--- config.mk ---
export PLATFORM = sky130hd
export DESIGN_NAME = cyc_watchdog
export DESIGN_NICKNAME = d
export VERILOG_FILES = /design/src/rtl/wdg_pkg.sv /design/src/rtl/wdg_mode_sel.sv /design/src/rtl/wdg_counter.sv /design/src/rtl/wdg_fsm.sv /design/src/rtl/cyc_watchdog.sv
export SDC_FILE = /design/constraint.sdc
export NUM_CORES = 1
export LEC_CHECK = 0
export ABC_AREA = 1
export BUFFER_PORTS_ARGS = -buffer_cell sky130_fd_sc_hd__buf_2
export CAP_MARGIN = 0
export CORE_ASPECT_RATIO = 0.7
export CORE_UTILIZATION = 30
export CTS_BUF_LIST = sky130_fd_sc_hd__clkbuf_8 sky130_fd_sc_hd__clkbuf_16
export CTS_CLUSTER_DIAMETER = 80
export DETAILED_ROUTE_END_ITERATION = 16
export GPL_ROUTABILITY_DRIVEN = 0
export GPL_TIMING_DRIVEN = 0
export PLACE_DENSITY = 0.52
export SETUP_SLACK_MARGIN = 0.1
export SLEW_MARGIN = 15
export SYNTH_ARGS = -nofsm -noshare
export SYNTH_HDL_FRONTEND = slang
export SYNTH_SLANG_ARGS = --single-unit
--- constraint.sdc ---
create_clock -name clk -period 3.4 [get_ports clk]
set_clock_uncertainty 0.2 [all_clocks]
set_input_delay 0 -clock clk [delete_from_list [all_inputs] [get_ports clk]]
set_output_delay 0 -clock clk [all_outputs]
set_load 0.05 [all_outputs]
--- src/rtl/wdg_pkg.sv ---
package wdg_pkg;

    typedef enum logic [2:0] {
        PM_OFF      = 3'd0,
        PM_STANDBY  = 3'd1,
        PM_NORMAL   = 3'd2,
        PM_SLEEP    = 3'd3,
        PM_OVERTEMP = 3'd4
    } pwr_mode_e;

    typedef enum logic [1:0] {
        ST_OFF     = 2'd0,
        ST_TIMEOUT = 2'd1,
        ST_WINDOW  = 2'd2
    } wd_state_e;

    typedef enum logic [1:0] {
        RC_NONE     = 2'd0,
        RC_LATE     = 2'd1,
        RC_EARLY    = 2'd2,
        RC_ESCALATE = 2'd3
    } rst_cause_e;

    typedef struct packed {
        logic at_limit;
        logic in_closed;
    } cnt_stat_t;

endpackage

--- src/rtl/wdg_mode_sel.sv ---
module wdg_mode_sel
    import wdg_pkg::*;
(
    input  logic [2:0] pwr_mode,
    input  logic       mode_ctl,
    input  logic       wd_disable,
    output wd_state_e  target
);

    always_comb begin
        target = ST_OFF;
        if (!wd_disable && mode_ctl) begin
            unique case (pwr_mode)
                PM_STANDBY: target = ST_TIMEOUT;
                PM_NORMAL:  target = ST_WINDOW;
                default:    target = ST_OFF;
            endcase
        end
    end

endmodule

--- src/rtl/wdg_counter.sv ---
module wdg_counter
    import wdg_pkg::*;
#(
    parameter int CW = 16
) (
    input  logic          clk,
    input  logic          rst_n,
    input  logic          clear,
    input  logic          tick,
    input  logic [CW-1:0] period,
    output cnt_stat_t     stat
);

    localparam logic [CW-1:0] MIN_P = CW'(2);

    logic [CW-1:0] cnt_q;
    logic [CW-1:0] eff_p;
    logic [CW-1:0] half_p;

    always_comb begin
        eff_p  = (period < MIN_P) ? MIN_P : period;
        half_p = eff_p >> 1;
    end

    always_ff @(posedge clk or negedge rst_n) begin
        if (!rst_n) begin
            cnt_q <= '0;
        end else if (clear) begin
            cnt_q <= '0;
        end else if (tick) begin
            cnt_q <= cnt_q + CW'(1);
        end
    end

    always_comb begin
        stat.at_limit  = (cnt_q == eff_p - CW'(1));
        stat.in_closed = (cnt_q < half_p);
    end

endmodule

--- src/rtl/wdg_fsm.sv ---
module wdg_fsm
    import wdg_pkg::*;
(
    input  logic       clk,
    input  logic       rst_n,
    input  wd_state_e  target,
    input  logic       kick,
    input  logic       tick,
    input  logic       ci_ack,
    input  cnt_stat_t  stat,
    output logic       cnt_clear,
    output logic       ci_req,
    output logic       ci_pend,
    output logic       rst_req,
    output logic [1:0] rst_cause
);

    wd_state_e  state_q;
    logic       ci_fire;
    logic       rst_fire;
    rst_cause_e cause_d;
    logic       transition;

    // State register: the target is re-evaluated on every clock.
    always_ff @(posedge clk or negedge rst_n) begin
        if (!rst_n) begin
            state_q <= ST_OFF;
        end else begin
            state_q <= target;
        end
    end

    assign transition = (target != state_q);

    // Output decode for the present state.
    always_comb begin
        cnt_clear = 1'b0;
        ci_fire   = 1'b0;
        rst_fire  = 1'b0;
        cause_d   = RC_NONE;
        if (transition) begin
            cnt_clear = 1'b1;
        end else begin
            unique case (state_q)
                ST_OFF: begin
                    cnt_clear = 1'b1;
                end
                ST_TIMEOUT: begin
                    if (kick) begin
                        cnt_clear = 1'b1;
                    end else if (tick && stat.at_limit) begin
                        cnt_clear = 1'b1;
                        if (ci_pend) begin
                            rst_fire = 1'b1;
                            cause_d  = RC_ESCALATE;
                        end else begin
                            ci_fire = 1'b1;
                        end
                    end
                end
                ST_WINDOW: begin
                    if (kick) begin
                        cnt_clear = 1'b1;
                        if (stat.in_closed) begin
                            rst_fire = 1'b1;
                            cause_d  = RC_EARLY;
                        end
                    end else if (tick && stat.at_limit) begin
                        cnt_clear = 1'b1;
                        rst_fire  = 1'b1;
                        cause_d   = RC_LATE;
                    end
                end
                default: begin
                    cnt_clear = 1'b1;
                end
            endcase
        end
    end

    always_ff @(posedge clk or negedge rst_n) begin
        if (!rst_n) begin
            ci_req    <= 1'b0;
            ci_pend   <= 1'b0;
            rst_req   <= 1'b0;
            rst_cause <= RC_NONE;
        end else begin
            ci_req    <= ci_fire;
            ci_pend   <= (ci_pend & ~ci_ack) | ci_fire;
            rst_req   <= rst_fire;
            rst_cause <= rst_fire ? cause_d : RC_NONE;
        end
    end

endmodule

--- src/rtl/cyc_watchdog.sv ---
module cyc_watchdog
    import wdg_pkg::*;
#(
    parameter int CW = 16
) (
    input  logic          clk,
    input  logic          rst_n,
    input  logic [2:0]    pwr_mode,
    input  logic          mode_ctl,
    input  logic          wd_disable,
    input  logic          kick,
    input  logic [CW-1:0] period,
    input  logic          tick,
    input  logic          ci_ack,
    output logic          ci_req,
    output logic          ci_pend,
    output logic          rst_req,
    output logic [1:0]    rst_cause
);

    wd_state_e target;
    cnt_stat_t stat;
    logic      cnt_clear;

    wdg_mode_sel u_sel (
        .pwr_mode   (pwr_mode),
        .mode_ctl   (mode_ctl),
        .wd_disable (wd_disable),
        .target     (target)
    );

    wdg_counter #(.CW(CW)) u_cnt (
        .clk    (clk),
        .rst_n  (rst_n),
        .clear  (cnt_clear),
        .tick   (tick),
        .period (period),
        .stat   (stat)
    );

    wdg_fsm u_fsm (
        .clk       (clk),
        .rst_n     (rst_n),
        .target    (target),
        .kick      (kick),
        .tick      (tick),
        .ci_ack    (ci_ack),
        .stat      (stat),
        .cnt_clear (cnt_clear),
        .ci_req    (ci_req),
        .ci_pend   (ci_pend),
        .rst_req   (rst_req),
        .rst_cause (rst_cause)
    );

endmodule

== After elaboration in Yosys (flattened, before gate mapping) ==
Cells that the tools add are included.

* Add/sub/neg operators: 2
* Multipliers: 0
* Divide/modulo/power cells: 0
* Order comparisons: 2
* Equal/unequal tests: 6
* Shift-type cells: 0
* Mux-type cells: 30
* Bitwise operators: 3
* Reductions and logical operators: 5

{| class="wikitable"
|+ Operator list
! operator !! number
|-
| 16-bit 2-to-1 mux || 3
|-
| 16-bit by 1-bit adder with 16-bit output (second input constant) || 1
|-
| 16-bit == test || 1
|-
| 16-bit by 15-bit less-than comparator with 1-bit output || 1
|-
| 16-bit by 2-bit less-than comparator with 1-bit output (second input constant) || 1
|-
| 1-bit 2-to-1 mux || 16
|-
| 2-bit 2-to-1 mux || 8
|-
| 16-bit by 1-bit subtractor with 16-bit output (second input constant) || 1
|-
| 2-bit one-hot mux with 2 select lines || 2
|-
| 3-bit by 1-bit == test with 1-bit output (second input constant) || 1
|-
| 3-bit by 2-bit == test with 1-bit output (second input constant) || 1
|-
| 2-bit by 1-bit == test with 1-bit output (second input constant) || 1
|-
| 2-bit == test (second input constant) || 1
|-
| 1-bit logical AND || 2
|-
| 2-bit != test || 1
|-
| 1-bit one-hot mux with 2 select lines || 1
|-
| 2-bit nonzero test || 1
|-
| 2-bit OR reduction || 1
|-
| 1-bit AND || 1
|-
| 1-bit logical NOT || 1
|-
| 1-bit NOT || 1
|-
| 1-bit bitwise OR || 1
|}

* Bits in registers: 23
* Bits in latches: 0
* Bits in writable memories: 0
* Bits in read-only memories: 0
* Bits of input ports: 26
* Output and inout port bits: 5
* Word-level logic and storage cells: 54
* Memories: 0

== Longest topological paths before layout ==
Gate-level depths: netlist of run 1.

* Depth after elaboration: 10
* Mapped depth: 17
* Gate-level depth less buffers: 17

== Modules after synthesis ==
Synthesis of run 1 repeated with hierarchy kept, for this count alone.

* Cells, all modules: 318
* Area total of the unflattened synthesis: 2135.8 µm²

{| class="wikitable"
|+ Modules (own cells, without submodules)
! module !! times used !! cells an instance !! area each (µm²)
|-
| wdg_counter || 1 || 272 || 1765.4
|-
| wdg_fsm || 1 || 37 || 334.1
|-
| wdg_mode_sel || 1 || 9 || 36.3
|}

== Worst setup path after synthesis of run 1 ==
OpenSTA, ideal clock, no wires.

* Kind: in2reg
* Start: input period[8]
* End: register u_cnt.cnt_q[3]
* Setup time: 0.121 ns
* Arrival time: 1.917 ns
* Required time: 3.079 ns
* Slack: 1.162 ns
* Cell stages on the path: 17
* Path through: nor2_1 nand2_1 nor2_2 nand2_4 nand2_1 inv_1 ha_1 xnor2_1 nor2_1 nand2_1 a21oi_1 nand3_1 nor2_1 nand4_1 o21ai_4 buf_6 nor2_2

* Word-level cells in the longest chain between the ends: 10
* Elaborated cells between the ends (all ways): 11
* Those cells by class: add/sub: 1; order compare: 1; eq/ne: 1; mux: 6; reduce/logical: 2

{| class="wikitable"
|+ Ends and longest elaborated chain
! item !! RTL line !! text
|-
| from (decl) || cyc_watchdog.sv:12 || <nowiki>input logic [CW-1:0] period,</nowiki>
|-
| 16-bit by 2-bit less-than comparator with 1-bit output || wdg_counter.sv:21 || <nowiki>eff_p = (period < MIN_P) ? MIN_P : period;</nowiki>
|-
| 16-bit 2-to-1 mux (*) || wdg_counter.sv:21 ||
|-
| 16-bit by 1-bit subtractor with 16-bit output (*) || wdg_counter.sv:36 || <nowiki>stat.at_limit = (cnt_q == eff_p - CW'(1));</nowiki>
|-
| 16-bit == test (*) || wdg_counter.sv:36 ||
|-
| 1-bit logical AND (*) || wdg_fsm.sv:51, wdg_fsm.sv:68 ||
|-
| 1-bit 2-to-1 mux (*) || wdg_fsm.sv:51, wdg_fsm.sv:68 ||
|-
| 1-bit 2-to-1 mux (*) || wdg_fsm.sv:62 || <nowiki>if (kick) begin</nowiki>
|-
| 1-bit 2-to-1 mux (*) || -- ||
|-
| 1-bit 2-to-1 mux (*) || wdg_fsm.sv:41 || <nowiki>if (transition) begin</nowiki>
|-
| 16-bit 2-to-1 mux or 2-bit nonzero test (tied branches) || -- ||
|-
| to (signal assigned) || wdg_counter.sv:31 || <nowiki>cnt_q <= cnt_q + CW'(1);</nowiki>
|-
| to (decl) || wdg_counter.sv:16 || <nowiki>logic [CW-1:0] cnt_q;</nowiki>
|}

Every way passes the cells marked *; elsewhere a longest branch is shown, timed or not.
A chain may end at the register's enable or synchronous reset.

== Final worst setup path of run 1 ==
* Start: input period[8]
* End: register u_fsm.ci_pend

* Word-level cells in the longest chain between the ends: 10

{| class="wikitable"
|+ Ends and longest elaborated chain
! item !! RTL line !! text
|-
| 16-bit by 2-bit less-than comparator with 1-bit output || wdg_counter.sv:21 ||
|-
| 16-bit 2-to-1 mux (*) || wdg_counter.sv:21 ||
|-
| 16-bit by 1-bit subtractor with 16-bit output (*) || wdg_counter.sv:36 ||
|-
| 16-bit == test (*) || wdg_counter.sv:36 ||
|-
| 1-bit logical AND (*) || wdg_fsm.sv:51 || <nowiki>end else if (tick && stat.at_limit) begin</nowiki>
|-
| 1-bit 2-to-1 mux (*) || wdg_fsm.sv:51 ||
|-
| 1-bit 2-to-1 mux (*) || wdg_fsm.sv:49 || <nowiki>if (kick) begin</nowiki>
|-
| 1-bit 2-to-1 mux (*) || wdg_fsm.sv:44 || <nowiki>unique case (state_q)</nowiki>
|-
| 1-bit 2-to-1 mux (*) || wdg_fsm.sv:41 ||
|-
| 1-bit bitwise OR (*) || wdg_fsm.sv:89 || <nowiki>ci_pend <= (ci_pend & ~ci_ack) | ci_fire;</nowiki>
|-
| to (signal assigned) || wdg_fsm.sv:89 ||
|-
| to (decl) || wdg_fsm.sv:13 || <nowiki>output logic ci_pend,</nowiki>
|}

Marks and branches as above.

==> results of run 1 <==
timing repair:
item | in CTS | in global routing
hold endpoints to repair | 40 | 0
endpoints found under the setup margin | 0 | 1
hold buffers | 10 | 0
buffers inserted | 0 | 0
gates resized for setup | 0 | 1
metal layers:
layer	wire [µm]	vias to the layer above	global-route usage	share of wire
met5	0	-	0	0
met4	44	0	0.0365	0.0095
met3	184	5	0.00482	0.040
met2	1720	37	0.193	0.37
met1	2670	822	0.222	0.58
li1	-	1003	-	-
cell type report:
type,count,area (µm²),share of cell area
Multi-Input combinational cell,225,1380,0.548
Sequential cell,23,576,0.228
Timing Repair Buffer,39,245,0.0973
Inverter,37,139,0.0551
Tap cell,94,118,0.0467
Clock buffer,3,41.3,0.0164
Buffer,2,16.3,0.00645
Clock inverter,1,5.00,0.00199
placed cells by master, fill, tap and decap left out, drive strengths merged, types with 9 or more instances in the layout:
cell type    count
inv             37
nand2           58
dfrtp           23
buf             31
nand4            9
xor2            20
dlygate4sd3     10
nor2            55
nand3           21
xnor2           14
ha              18
final timing paths:
| path | startpoint | end | slack (ns) | cells past startpoint |
|---|---|---|---|---|
| min in group clk | wd_disable | u_fsm.ci_req | 0.10 | 7 |
| max in group asynchronous | rst_n | u_cnt.cnt_q[7] | 2.62 | 2 |
| hold / removal | rst_n | u_fsm.rst_cause[0] | 0.03 | 2 |
| setup / recovery | period[8] | u_fsm.ci_pend | 0.43 | 19 |
| hold reg to reg | u_fsm.ci_pend | u_fsm.ci_req | 0.39 | 3 |
| setup reg to reg | u_cnt.cnt_q[3] | u_fsm.ci_pend | 0.72 | 10 |
stage by stage:
step           hold WS (ns)  power [µW]  cells  utilization  cell area [µm²]
6_report             0.0284         544    424        0.373             2520
5_1_grt              0.0925         576    424        0.373             2520
4_1_cts              0.0474         551    424        0.373             2520
3_5_place_dp         -0.196         374    410        0.351             2370
3_3_place_gp         -0.192         374    410        0.351             2370
2_1_floorplan        -0.496         335    287            -             2110
critical path: stages:
cell                            delay (ns)
sky130_fd_sc_hd__buf_2                0.13
sky130_fd_sc_hd__nor2_1               0.17
sky130_fd_sc_hd__nand2_1              0.08
sky130_fd_sc_hd__nor2_2               0.16
sky130_fd_sc_hd__nand2_4              0.11
sky130_fd_sc_hd__nand2_1              0.10
sky130_fd_sc_hd__inv_1                0.05
sky130_fd_sc_hd__ha_1                 0.28
sky130_fd_sc_hd__xnor2_1              0.12
sky130_fd_sc_hd__nor2_1               0.12
sky130_fd_sc_hd__nand2_1              0.07
sky130_fd_sc_hd__a21oi_1              0.11
sky130_fd_sc_hd__nand3_1              0.09
sky130_fd_sc_hd__nor2_1               0.09
sky130_fd_sc_hd__nand4_1              0.23
sky130_fd_sc_hd__nor2_2               0.21
sky130_fd_sc_hd__nand3_1              0.12
sky130_fd_sc_hd__o21bai_1             0.15
sky130_fd_sc_hd__dlygate4sd3_1        0.57
kinds of logic (layout without fill, tap and decap cells):
| family | after synthesis | after routing | synth area share |
|---|---|---|---|
| simple gates | 155 | 155 | 0.345 |
| buf+inv | 39 | 82 | 0.0736 |
| xor+xnor | 34 | 34 | 0.145 |
| flops | 23 | 23 | 0.273 |
| fa+ha+maj | 18 | 18 | 0.107 |
| compound gates | 18 | 18 | 0.0564 |
power groups by stage:
stage	logic, µW	clock network (µW)	registers [µW]
5_1_grt	114	187	275
2_1_floorplan	55.5	0	280
4_1_cts	99.9	176	274
6_report	98.8	171	274
3_3_place_gp	94.0	0	280
3_5_place_dp	93.9	0	280
state kept, by name, summed over array words and instances, names as in the netlist:
register / cells
u_cnt.cnt_q: 16
u_fsm.rst_cause: 2
u_fsm.state_q: 2
u_fsm.ci_pend: 1
u_fsm.ci_req: 1
u_fsm.rst_req: 1
==> flow_summary.yaml, run 1 <==
synthesis:
  syn_area_um2: 2110
  synth.top_cell.area_share: 0.273
  syn_nets: 331
  yosys.cell_types.count: 32
  synth_seq_area_share: 0.273
  post_synth_inst_count: 287
  number_of_synthesis_warnings: 0
  yosys-top-cells-area: "sky130_fd_sc_hd__dfrtp_1, sky130_fd_sc_hd__ha_1, sky130_fd_sc_hd__nand2_1, sky130_fd_sc_hd__xor2_1, sky130_fd_sc_hd__nor2_1"
  ff_latch_count_synth: 23
  yosysMostFrequentCell: "sky130_fd_sc_hd__nand2_1"
  number_of_synthesized_flops_with_an_enable_pin: 0
  syn_avg_cell_area_um2: 7.35
  synth_top_cells_by_count: "sky130_fd_sc_hd__nand2_1, sky130_fd_sc_hd__nor2_1, sky130_fd_sc_hd__inv_1, sky130_fd_sc_hd__dfrtp_1"
  postSynth.asyncResetShare: 1.00
  ys.flop_type: "sky130_fd_sc_hd__dfrtp_1"
  synth_largest_area_cell: "sky130_fd_sc_hd__dfrtp_1"
pwr:
  power.switching_fraction: 0.272
  p_comb_frac: 0.182
  leakage_uw: 0.00123
  power_density_nw_per_um2: 216
  power_report.internal_total_uw: 396
  worst_ir_drop_vdd_v: 0.000117
  total_switching_power_uw: 148
  power.share.sequential: 0.504
  clockPowerShare: 0.314
setup_path:
  cp_data_arrival_time_ns: 2.97
  startpoint_type: "input pin"
  cp_data_required_time_ns: 3.41
  critical_path_class: "in -> reg"
  setup.worst_path.end_class: "flop"
  crit_path_max_fanout: 10
status:
  status: "finished, final reports clean"
drt:
  drt_iter0_drc: 75
  antenna_violating_nets_post_route: 0
  via_per_inst: 4.40
  first_pass_iteration_count_of_the_detailed_router: 4
  num_vias: 1867
  wirelength_mm: 4.62
  remaining_drcs: 0
  wire_per_inst_um: 10.9
die:
  die_area_um2: 7370
  fp.dieW_um: 102
  initial_utilization: 0.312
  core_area_um2: 6760
  floorplan.die.height_um: 72.1
  io_pins: 31
  rows: 25
global_routing:
  grt_ovf: 0
  global_route_wire_length_before_repair_mm: 7.95
  grt_pass1_vias: 1702
  antenna_found_initial: 0
  maximum_number_of_pins_on_one_net_before_global_route_repair: 24
  grt.total_usage: 0.137
sta:
  maxClockFrequency_mhz: 337
  timing.max_slew.rel_slack: 0.658
  setup_total_negative_slack_ns: 0
  rsz0062_at_grt: "false"
  fin_crit_sh: 0.872
  worst_pin_slew_ns: 0.513
  timing.final.ws_setup_ns: 0.435
  timing.final.max_slew_violations: 0
  final_period_minus_worst_setup_slack_ns: 2.97
  finalSetupViolCount: 0
  final-hold-violation-count: 0
clocking:
  clock_tree.buffer_depth: 2
  tritoncts.num_buffers: 3
  clkSlewWorstSetupHoldPaths_ns: 0.08
  tritoncts_clock_tree: "built"
  cts_root_buffer: "sky130_fd_sc_hd__clkbuf_8"
  tritoncts_num_sinks: 23
  worstSkewPairLatency_ns: 0.26
  ctsHtreeMaxLevel: 1
layout:
  filler_cell_count: 743
  antenna_cells: 0
  design.final.nets: 375
  areaGrowthSynthToFinish_pct: 19.5
  fraction_of_layout_cells_with_a_size_suffix_above_1: 0.182
place:
  buffer_ports.inserted: 29
  worst_setup_timing_slack_at_the_placement_stage_ns: 0.561
  hpwl_mm: 3.87
run:
  timing.max_cap.violations: 0
min_path:
  min_path_type: "in -> async"
(Power assumes the default switching activity.)
==> run 2, diff against run 1 <==
--- a/config.mk
+++ b/config.mk
@@ -5,7 +5,7 @@
 export SDC_FILE = /design/constraint.sdc
 export NUM_CORES = 1
 export LEC_CHECK = 0
-export ABC_AREA = 1
+export ABC_AREA = 0
 export BUFFER_PORTS_ARGS = -buffer_cell sky130_fd_sc_hd__buf_2
 export CAP_MARGIN = 0
 export CORE_ASPECT_RATIO = 0.7
==> run 2 against run 1 <==
  * Non-clock buffer count grew 3
  * Fmax shrank 2.0%
  * Total power grew 1.9%
  * Sequential power is essentially flat
  * Combinational power grew 9%
  * Worst setup slack lost 0.061 ns
  * Clock-buffer cell count is the same
  * Wire length grew 30%
  * Sequential share of layout area shrank 1.0 points
==> flow_summary.yaml, run 2 <==
global_routing:
  global_route_wire_length_before_repair_mm: 9.87
  maximum_number_of_pins_on_one_net_before_global_route_repair: 24
  antenna_found_initial: 0
  grt.total_usage: 0.161
  grt_pass1_vias: 1925
  grt_ovf: 0
sta:
  timing.max_slew.rel_slack: 0.533
  timing.final.max_slew_violations: 0
  final_period_minus_worst_setup_slack_ns: 3.03
  finalSetupViolCount: 0
  finalHoldWorstSlack_ns: 0.0464
  rsz0062_at_grt: "false"
  fin_crit_sh: 0.890
  worst_pin_slew_ns: 0.683
  final-hold-violation-count: 0
  timing.final.ws_setup_ns: 0.373
  maxClockFrequency_mhz: 330
pwr:
  p_comb_frac: 0.195
  leakage_uw: 0.00122
  power.switching_fraction: 0.286
  power.share.sequential: 0.495
  total_switching_power_uw: 158
  power_density_nw_per_um2: 210
  power_report.internal_total_uw: 396
  worst_ir_drop_vdd_v: 0.000111
  clockPowerShare: 0.310
drt:
  num_vias: 2062
  wirelength_mm: 5.99
  drt_iter0_drc: 77
  via_per_inst: 5.18
  antenna_violating_nets_post_route: 0
  first_pass_iteration_count_of_the_detailed_router: 4
  remaining_drcs: 0
  wire_per_inst_um: 15.0
die:
  fp.dieW_um: 105
  floorplan.die.height_um: 74.4
  die_area_um2: 7850
  core_area_um2: 7010
  io_pins: 31
  rows: 25
  initial_utilization: 0.321
layout:
  filler_cell_count: 734
  design.final.nets: 349
  final-instance-count-excl-fill: 398
  fraction_of_layout_cells_with_a_size_suffix_above_1: 0.168
  largest_register_ff_count: 16
  areaGrowthSynthToFinish_pct: 17.4
  stdcell_area_um2: 2640
  layout.core_utilization: 0.376
  top_register_by_number_of_flip_flops: "u_cnt.cnt_q"
  layout_commonest_cell: "sky130_fd_sc_hd__buf_2"
  most_frequent_cells_in_the_layout: "sky130_fd_sc_hd__buf_2, sky130_fd_sc_hd__nand2_1, sky130_fd_sc_hd__a21oi_1"
  antenna_cells: 0
  top_regs: "u_cnt.cnt_q (16), u_fsm.rst_cause (2), u_fsm.state_q (2)"
clocking:
  worstSkewPairLatency_ns: 0.27
  clkSlewWorstSetupHoldPaths_ns: 0.09
  clock_tree.buffer_depth: 2
  cts_root_buffer: "sky130_fd_sc_hd__clkbuf_8"
  ctsHtreeMaxLevel: 1
  tritoncts_num_sinks: 23
  tritoncts.num_buffers: 3
  tritoncts_clock_tree: "built"
synthesis:
  syn_nets: 308
  synth_top_cells_by_count: "sky130_fd_sc_hd__nand2_1, sky130_fd_sc_hd__a21oi_1, sky130_fd_sc_hd__dfrtp_1, sky130_fd_sc_hd__inv_1, sky130_fd_sc_hd__ha_1"
  yosysMostFrequentCell: "sky130_fd_sc_hd__nand2_1"
  number_of_synthesis_warnings: 0
  synth.top_cell.area_share: 0.256
  area_fraction_in_compound_gates_after_synthesis: 0.157
  synth_largest_area_cell: "sky130_fd_sc_hd__dfrtp_1"
  postSynth.asyncResetShare: 1.00
  synth_seq_area_share: 0.256
  synth_mux_area_frac: 0.0184
  combinational_family_with_the_most_area_after_synthesis: "simple AND/OR/NAND/NOR gates"
  yosys-top-cells-area: "sky130_fd_sc_hd__dfrtp_1, sky130_fd_sc_hd__ha_1, sky130_fd_sc_hd__xor2_1, sky130_fd_sc_hd__xnor2_1, sky130_fd_sc_hd__a21oi_1"
  number_of_synthesized_flops_with_an_enable_pin: 0
  ys.flop_type: "sky130_fd_sc_hd__dfrtp_1"
  ff_latch_count_synth: 23
  synth_simple_gate_area_frac: 0.302
  post_synth_inst_count: 264
  syn_avg_cell_area_um2: 8.51
  adder_and_majority_cell_fraction_of_the_synthesized_area: 0.100
  post_synth_xor_area_fraction: 0.117
  syn_area_um2: 2250
  yosys.cell_types.count: 48
setup_path:
  cp_data_arrival_time_ns: 2.96
  worst_r2r_endpoint: "u_fsm.rst_req"
  startpoint_type: "input pin"
  critical_path_class: "in -> reg"
  regToRegSetupSlack_ns: 0.89
  cp_data_required_time_ns: 3.33
  setup.worst_path.end_class: "flop"
  reg2regPathDepth: 7
  critical_path.cell_chain: "buf_2 -> nor4_4 -> nand4_1 -> nand2_1 -> ha_1 -> nor2b_2 -> nand4_1 -> nor4_1 -> a211oi_2 -> nor4_4 -> buf_2 -> a21oi_1"
  crit_path_max_fanout: 10
  critical-path-max-stage-delay_ns: 0.43
  crit_path_top_delay_cell: "sky130_fd_sc_hd__nor4_1"
  critical_path.reg2reg.startpoint: "u_cnt.cnt_q[6]"
place:
  worst_setup_timing_slack_at_the_placement_stage_ns: -0.180
  buffer_ports.inserted: 27
  dpl-instance-area_um2: 2500
  post-place-cells: 385
  hpwl_mm: 4.70
run:
  timing.max_cap.violations: 0
min_path:
  min_path_type: "in -> async"
status:
  status: "finished, final reports clean"
[run 2: kinds of logic after synthesis]
group | count (synthesis)
buf+inv | 27
fa+ha+maj | 18
xor+xnor | 30
flops | 23
simple gates | 110
mux | 4
compound gates | 52
[run 2: how the worst max path moves through the flow]
stage                                     to       start  cells past startpoint  slack, ns
after global placement    u_fsm.rst_cause[1]   period[6]                     11      -0.20
final                         u_cnt.cnt_q[3]  period[10]                     12       0.37
after floorplan           u_fsm.rst_cause[1]   period[2]                     11       0.62
after global routing          u_cnt.cnt_q[2]   period[3]                     12       0.14
after detailed placement      u_cnt.cnt_q[0]   period[6]                     12      -0.18
after CTS                 u_fsm.rst_cause[1]   period[6]                     11       0.12
[run 2: repair_timing]
action	4_1_cts	5_1_grt
pin swaps	1	1
gates resized for setup	0	2
setup buffers	1	1
hold buffers	7	0
endpoints found under the setup margin	1	21
endpoints found under the hold margin	33	0
[run 2: layout make-up]
cell class                 instances  area (µm²)  share of cell area
multi-input combinational        214        1570               0.594
timing repair buffer              36         220              0.0835
buffer                             8        40.0              0.0152
inverter                          19        71.3              0.0270
clock inverter                     1        3.75             0.00142
tap                               94         118              0.0446
clock buffer                       3        41.3              0.0157
sequential                        23         576               0.218
[run 2: power by group through the flow]
stage | Combinational [µW] | Sequential (µW) | Clock (µW)
finish | 108 | 275 | 172
detailed placement | 102 | 280 | 0
floorplan | 55.0 | 280 | 0
global route | 121 | 275 | 189
CTS | 107 | 275 | 178
global placement | 101 | 280 | 0
[run 2: through the flow]
| step | setup TNS [ns] | power (µW) |
|---|---|---|
| after global routing | 0 | 585 |
| after CTS | 0 | 560 |
| after detailed placement | -1.92 | 382 |
| after floorplan | 0 | 335 |
| final | 0 | 555 |
| after global placement | -1.89 | 381 |
[run 2: layer usage]
metal  track usage  share of wire  routed length, µm
met4        0.0188         0.0030                 18
met1         0.251           0.54               3240
met3        0.0210          0.054                323
met5             0              0                  0
met2         0.240           0.40               2410
[run 2: worst max-delay path: cells and delay by family]
family | cells | cell delay [ns]
AOI/OAI and AO/OA | 2 | 0.26
and+or+nand+nor | 7 | 2.02
buffers and inverters | 2 | 0.44
adders and majority gates | 1 | 0.21
